`src/rtl/sdram_rd_pkg.sv`:
```
package sdram_rd_pkg;

  // Per-cycle strobes handed from the burst control to the datapath.
  typedef struct packed {
    logic load;   // a burst word is due at the output this edge
    logic blank;  // the mask suppresses this edge's word
  } rdStrobe_t;

endpackage

```
`src/rtl/rd_burst_ctrl.sv`:
```
module rd_burst_ctrl
  import sdram_rd_pkg::*;
#(
  parameter int BANK_W    = 1,
  parameter int COL_W     = 8,
  parameter int BURST_LEN = 4,
  parameter int MAX_CL    = 3,
  parameter int MASK_DLY  = 2,
  localparam int CL_W     = $clog2(MAX_CL + 1),
  localparam int BL_W     = $clog2(BURST_LEN)
) (
  input  logic              clk,
  input  logic              rstN,
  input  logic [CL_W-1:0]   casLat,
  input  logic              cmdRead,
  input  logic [BANK_W-1:0] cmdBank,
  input  logic [COL_W-1:0]  cmdCol,
  input  logic              dqMask,
  output rdStrobe_t         strobe,
  output logic [BANK_W-1:0] selBank,
  output logic [COL_W-1:0]  selCol
);

  // Latency clamped to 1..MAX_CL.
  logic [CL_W-1:0] effLat;
  always_comb begin
    if (casLat == '0) effLat = CL_W'(1);
    else if (int'(casLat) > MAX_CL) effLat = CL_W'(MAX_CL);
    else effLat = casLat;
  end

  // Burst generator: first stage of the command-to-output pipe.
  logic              genValid;
  logic [BL_W-1:0]   genIdx;
  logic [BANK_W-1:0] genBank;
  logic [COL_W-1:0]  genBase;
  logic [COL_W-1:0]  genCol;

  always_ff @(posedge clk) begin
    if (!rstN) begin
      genValid <= 1'b0;
      genIdx   <= '0;
      genBank  <= '0;
      genBase  <= '0;
    end else if (cmdRead) begin
      genValid <= 1'b1;
      genIdx   <= '0;
      genBank  <= cmdBank;
      genBase  <= cmdCol;
    end else if (genValid) begin
      if (genIdx == BL_W'(BURST_LEN - 1)) genValid <= 1'b0;
      genIdx <= genIdx + 1'b1;
    end
  end

  // Column wraps inside the burst-aligned block.
  assign genCol = {genBase[COL_W-1:BL_W], genBase[BL_W-1:0] + genIdx};

  logic              selValid;

  generate
    if (MAX_CL > 1) begin : g_delay
      localparam int STAGES = MAX_CL - 1;
      logic              dlyValid [STAGES];
      logic [BANK_W-1:0] dlyBank  [STAGES];
      logic [COL_W-1:0]  dlyCol   [STAGES];

      always_ff @(posedge clk) begin
        if (!rstN) begin
          for (int i = 0; i < STAGES; i++) begin
            dlyValid[i] <= 1'b0;
            dlyBank[i]  <= '0;
            dlyCol[i]   <= '0;
          end
        end else begin
          dlyValid[0] <= genValid;
          dlyBank[0]  <= genBank;
          dlyCol[0]   <= genCol;
          for (int i = 1; i < STAGES; i++) begin
            dlyValid[i] <= dlyValid[i-1];
            dlyBank[i]  <= dlyBank[i-1];
            dlyCol[i]   <= dlyCol[i-1];
          end
        end
      end

      always_comb begin
        selValid = genValid;
        selBank  = genBank;
        selCol   = genCol;
        for (int i = 0; i < STAGES; i++) begin
          if (int'(effLat) == i + 2) begin
            selValid = dlyValid[i];
            selBank  = dlyBank[i];
            selCol   = dlyCol[i];
          end
        end
      end
    end else begin : g_direct
      always_comb begin
        selValid = genValid;
        selBank  = genBank;
        selCol   = genCol;
      end
    end
  endgenerate

  // Mask delay line.
  logic [MASK_DLY-1:0] maskPipe;
  always_ff @(posedge clk) begin
    if (!rstN) maskPipe <= '0;
    else if (MASK_DLY == 1) maskPipe <= MASK_DLY'(dqMask);
    else maskPipe <= {maskPipe[MASK_DLY-2:0], dqMask};
  end

  assign strobe.load  = selValid;
  assign strobe.blank = maskPipe[MASK_DLY-1];

endmodule

```
`src/rtl/rd_data_path.sv`:
```
module rd_data_path
  import sdram_rd_pkg::*;
#(
  parameter int BANK_W = 1,
  parameter int COL_W  = 8,
  parameter int DATA_W = 32,
  parameter logic [DATA_W-1:0] SALT = DATA_W'(32'hA5A5_0000)
) (
  input  logic              clk,
  input  logic              rstN,
  input  rdStrobe_t         strobe,
  input  logic [BANK_W-1:0] selBank,
  input  logic [COL_W-1:0]  selCol,
  output logic [DATA_W-1:0] dout,
  output logic              doutValid
);

  // Word array contents, computed per cell.
  function automatic logic [DATA_W-1:0] cellWord(
    input logic [BANK_W-1:0] bank,
    input logic [COL_W-1:0]  col
  );
    return DATA_W'({bank, col}) ^ SALT;
  endfunction

  logic drive;
  assign drive = strobe.load && !strobe.blank;

  always_ff @(posedge clk) begin
    if (!rstN) begin
      dout      <= '0;
      doutValid <= 1'b0;
    end else if (drive) begin
      dout      <= cellWord(selBank, selCol);
      doutValid <= 1'b1;
    end else begin
      dout      <= '0;
      doutValid <= 1'b0;
    end
  end

endmodule

```
`src/rtl/sdram_rd_pipe.sv`:
```
module sdram_rd_pipe
  import sdram_rd_pkg::*;
#(
  parameter int BANK_W    = 1,
  parameter int COL_W     = 8,
  parameter int DATA_W    = 32,
  parameter int BURST_LEN = 4,
  parameter int MAX_CL    = 3,
  parameter logic [DATA_W-1:0] SALT = DATA_W'(32'hA5A5_0000),
  localparam int CL_W     = $clog2(MAX_CL + 1)
) (
  input  logic              clk,
  input  logic              rstN,
  input  logic [CL_W-1:0]   casLat,
  input  logic              cmdRead,
  input  logic [BANK_W-1:0] cmdBank,
  input  logic [COL_W-1:0]  cmdCol,
  input  logic              dqMask,
  output logic [DATA_W-1:0] dout,
  output logic              doutValid
);

  rdStrobe_t         strobe;
  logic [BANK_W-1:0] selBank;
  logic [COL_W-1:0]  selCol;

  rd_burst_ctrl #(
    .BANK_W(BANK_W), .COL_W(COL_W), .BURST_LEN(BURST_LEN),
    .MAX_CL(MAX_CL), .MASK_DLY(2)
  ) u_ctrl (
    .clk(clk), .rstN(rstN), .casLat(casLat), .cmdRead(cmdRead),
    .cmdBank(cmdBank), .cmdCol(cmdCol), .dqMask(dqMask),
    .strobe(strobe), .selBank(selBank), .selCol(selCol)
  );

  rd_data_path #(
    .BANK_W(BANK_W), .COL_W(COL_W), .DATA_W(DATA_W), .SALT(SALT)
  ) u_dp (
    .clk(clk), .rstN(rstN), .strobe(strobe), .selBank(selBank),
    .selCol(selCol), .dout(dout), .doutValid(doutValid)
  );

endmodule

```
`config.mk`:
```
export PLATFORM = sky130hd
export DESIGN_NAME = sdram_rd_pipe
export DESIGN_NICKNAME = d
export VERILOG_FILES = /design/src/rtl/sdram_rd_pkg.sv /design/src/rtl/rd_burst_ctrl.sv /design/src/rtl/rd_data_path.sv /design/src/rtl/sdram_rd_pipe.sv
export SDC_FILE = /design/constraint.sdc
export NUM_CORES = 1
export LEC_CHECK = 0
export BUFFER_PORTS_ARGS = -buffer_cell sky130_fd_sc_hd__buf_2
export CAP_MARGIN = 20
export CORE_UTILIZATION = 54
export CTS_CLUSTER_SIZE = 24
export DETAILED_ROUTE_END_ITERATION = 10
export GPL_ROUTABILITY_DRIVEN = 0
export PLACE_DENSITY = 0.93
export SETUP_SLACK_MARGIN = 0.2
export SLEW_MARGIN = 0
export SYNTH_ARGS = -nofsm -noshare
export SYNTH_HDL_FRONTEND = slang
export SYNTH_SLANG_ARGS = --single-unit
```
`constraint.sdc`:
```
create_clock -name clk -period 2.45 [get_ports clk]
set_input_delay 0.245 -clock clk [delete_from_list [all_inputs] [get_ports clk]]
set_output_delay 0.245 -clock clk [all_outputs]
set_load 0.05 [all_outputs]
```
==> out/metrics.yaml <==
run_status:
  status: "finished clean"
sta:
  skew_ns: 0.00665
  setup_tns_ns: 0
  rsz0062_at_grt: "no"
  post-route-period-util_pct: 59.8
  setup_viol: 0
  period_minus_slack_ns: 1.47
  slew_violations: 0
  max_freq_ghz: 0.682
  worstMarginPinSlew_ns: 0.546
  hold_viol_final: 0
  slew_headroom_pct: 63.6
  hold-worst-slack_ns: 0.0972
detailed_routing:
  drc: 0
  top_layer: "met4"
  vias_per_cell: 4.58
  drt_iter0_drc: 19
  wl_met1_mm: 1.23
  dr_wl_met2_mm: 1.17
  vias: 1031
  ant_nets: 0
  routedWlPerCell_um: 11.6
  firstDrtPassIters: 4
  wl_met3_um: 167
  totalWireLength_mm: 2.61
worst_setup_path:
  path_cells: "nor2_1 > a2111o_1 > a211oi_2"
  endpoint_kind: "flop"
  arrival_ns: 1.73
  max_stage_delay_ns: 0.63
  critical_path.max_fanout: 10
  critical-path-slowest-cell: "a2111o_1"
  start_kind: "flop"
  critPathKind: "reg2reg"
  cp.required_ns: 2.72
global_routing:
  first_global_vias: 970
  grt_use_total_pct: 17.2
  grt_antenna_before_repair: 0
  grt_pass1_wl_mm: 4.22
  grt_max_degree: 25
  overflow: 0
layout:
  layout_commonest_cell: "dfxtp_1"
  area_delta_synth_final_pct: 6.51
  fin_nets: 198
  final_cell_mix: "dfxtp_1, buf_2, and2_1, nor2_1, mux2i_1"
  drive_gt1_share_pct: 27.1
  n_antenna_cell: 0
  final_cells: 225
  design_area_mm2: 0.00184
logic_synthesis:
  syn_inst: 159
  synth_seq_cells: 44
  yosys_warnings: 0
  syn_avg_cell_area_um2: 10.9
  netlist_area_mm2: 0.00173
  ys_seq_area_share_pct: 50.9
  synth_cell_types: 19
power:
  max-vdd-ir-drop_mv: 0.445
  power.density_mw_per_mm2: 730
  power.leakage_nw: 0.878
placement:
  dpl.cell_count: 218
  dp_hpwl_mm: 1.85
  numPortBuffers: 32
  dpl-instance-area_mm2: 0.00178
die:
  ios: 48
  rows: 20
  initial_utilization_pct: 56.6
  die_area_mm2: 0.00343
  die_h_um: 58.6
  die_x_um: 58.6
  core-area_mm2: 0.00305
cts:
  clock_sink_count: 44
  clock_latency_ns: 0.35
  tritoncts: "done"
  cts.path.max_buffers: 2
  cts_setup_buffers: 0
  numCtsBuffers: 5
  postCtsHoldBufs: 0
  clock-root-buffer: "clkbuf_4"
  cts.repair.resized: 0
  clkTransAtPathRegs_ns: 0.12
  clock_tree.htree_level_count: 2
worst_hold_path:
  hold_path.class: "in2reg"
run:
  maxCapViolCount: 0
## final cells by class
class                           instances  area (µm²)
Multi-Input combinational cell         95         669
Clock buffer                            7        65.1
Sequential cell                        44         881
Tap cell                               44        55.1
Timing Repair Buffer                   32         160
Fill cell                             273        1210
Inverter                                3        11.3
## layer usage
metal / vias up / GRT usage (%)
met5: - / 0
met4: 0 / 6.80
met3: 7 / 6.59
met2: 44 / 27.4
met1: 458 / 20.9
li1: 522 / -
## worst max-delay path, delay by kind of cell, from the launching register on
kind / cells / cell delay, ns
AO/OA/AOI/OAI: 2 / 0.87
flip-flops: 1 / 0.44
AND/OR/NAND/NOR: 1 / 0.07
## Yosys cell counts
cell type / number / area [µm²]
buf_6: 2 / 22.5
inv_1: 2 / 7.51
mux2i_1: 20 / 200
buf_2: 2 / 10.0
ha_1: 2 / 25.0
xor3_1: 1 / 23.8
clkbuf_1: 3 / 11.3
a211oi_2: 9 / 113
conb_1: 1 / 3.75
a21oi_1: 1 / 5.00
buf_1: 1 / 3.75
dfxtp_1: 44 / 881
nand2b_1: 1 / 6.26
inv_2: 1 / 3.75
xnor2_1: 1 / 8.76
and2_1: 22 / 138
nor2_1: 22 / 82.6
a2111o_1: 1 / 11.3
buf_4: 23 / 173
## registers in the layout, summed over array words and instances (netlist names)
register	flops
u_ctrl.genValid	1
u_ctrl.g_delay.dlyBank	2
u_ctrl.g_delay.dlyCol	16
u_ctrl.maskPipe	2
u_dp.dout	10
u_ctrl.genIdx	2
u_ctrl.genBase	8
u_ctrl.genBank	1
u_ctrl.g_delay.dlyValid	2
## path summary, 6_finish.rpt
| kind | start | endpoint | slack [ns] | cells after the start |
|---|---|---|---|---|
| hold / removal | dqMask | u_ctrl.maskPipe[0]$_SDFF_PN0_ | 0.1 | 2 |
| setup / recovery | u_ctrl.genValid$_SDFF_PN0_ | u_dp.dout[4]$_SDFF_PN0_ | 0.98 | 3 |
| setup reg to reg | u_ctrl.genValid$_SDFF_PN0_ | u_dp.dout[4]$_SDFF_PN0_ | 0.98 | 3 |
| hold reg to reg | u_ctrl.maskPipe[0]$_SDFF_PN0_ | u_ctrl.maskPipe[1]$_SDFF_PN0_ | 0.44 | 1 |
## metrics by stage
stage / util [%] / power (mW) / worst slack, ns
2_1_floorplan: - / 0.978 / 1.17
3_3_place_gp: 58.2 / 0.979 / 0.785
3_5_place_dp: 58.2 / 0.985 / 0.706
4_1_cts: 60.3 / 1.35 / 0.979
5_1_grt: 60.3 / 1.39 / 0.930
6_report: 60.3 / 1.34 / 0.984
## power by group
| group | switching (mW) | internal [mW] | leakage, nW | total [mW] |
|---|---|---|---|---|
| clock | 0.213 | 0.163 | 0.0374 | 0.376 |
| sequential | 0.0174 | 0.745 | 0.360 | 0.763 |
| combinational | 0.154 | 0.0510 | 0.481 | 0.205 |
## kinds of logic after synthesis
| group | count (synthesis) | synth area share (%) |
|---|---|---|
| AND/OR/NAND/NOR | 45 | 13.1 |
| flip-flops | 44 | 50.9 |
| buffers and inverters | 34 | 13.4 |
| multiplexers | 20 | 11.6 |
| AO/OA/AOI/OAI | 11 | 7.45 |
| adder cells (fa/ha/maj) | 2 | 1.45 |
| XOR/XNOR | 2 | 1.88 |
| other | 1 | 0.217 |
(Power assumes the default switching activity.)
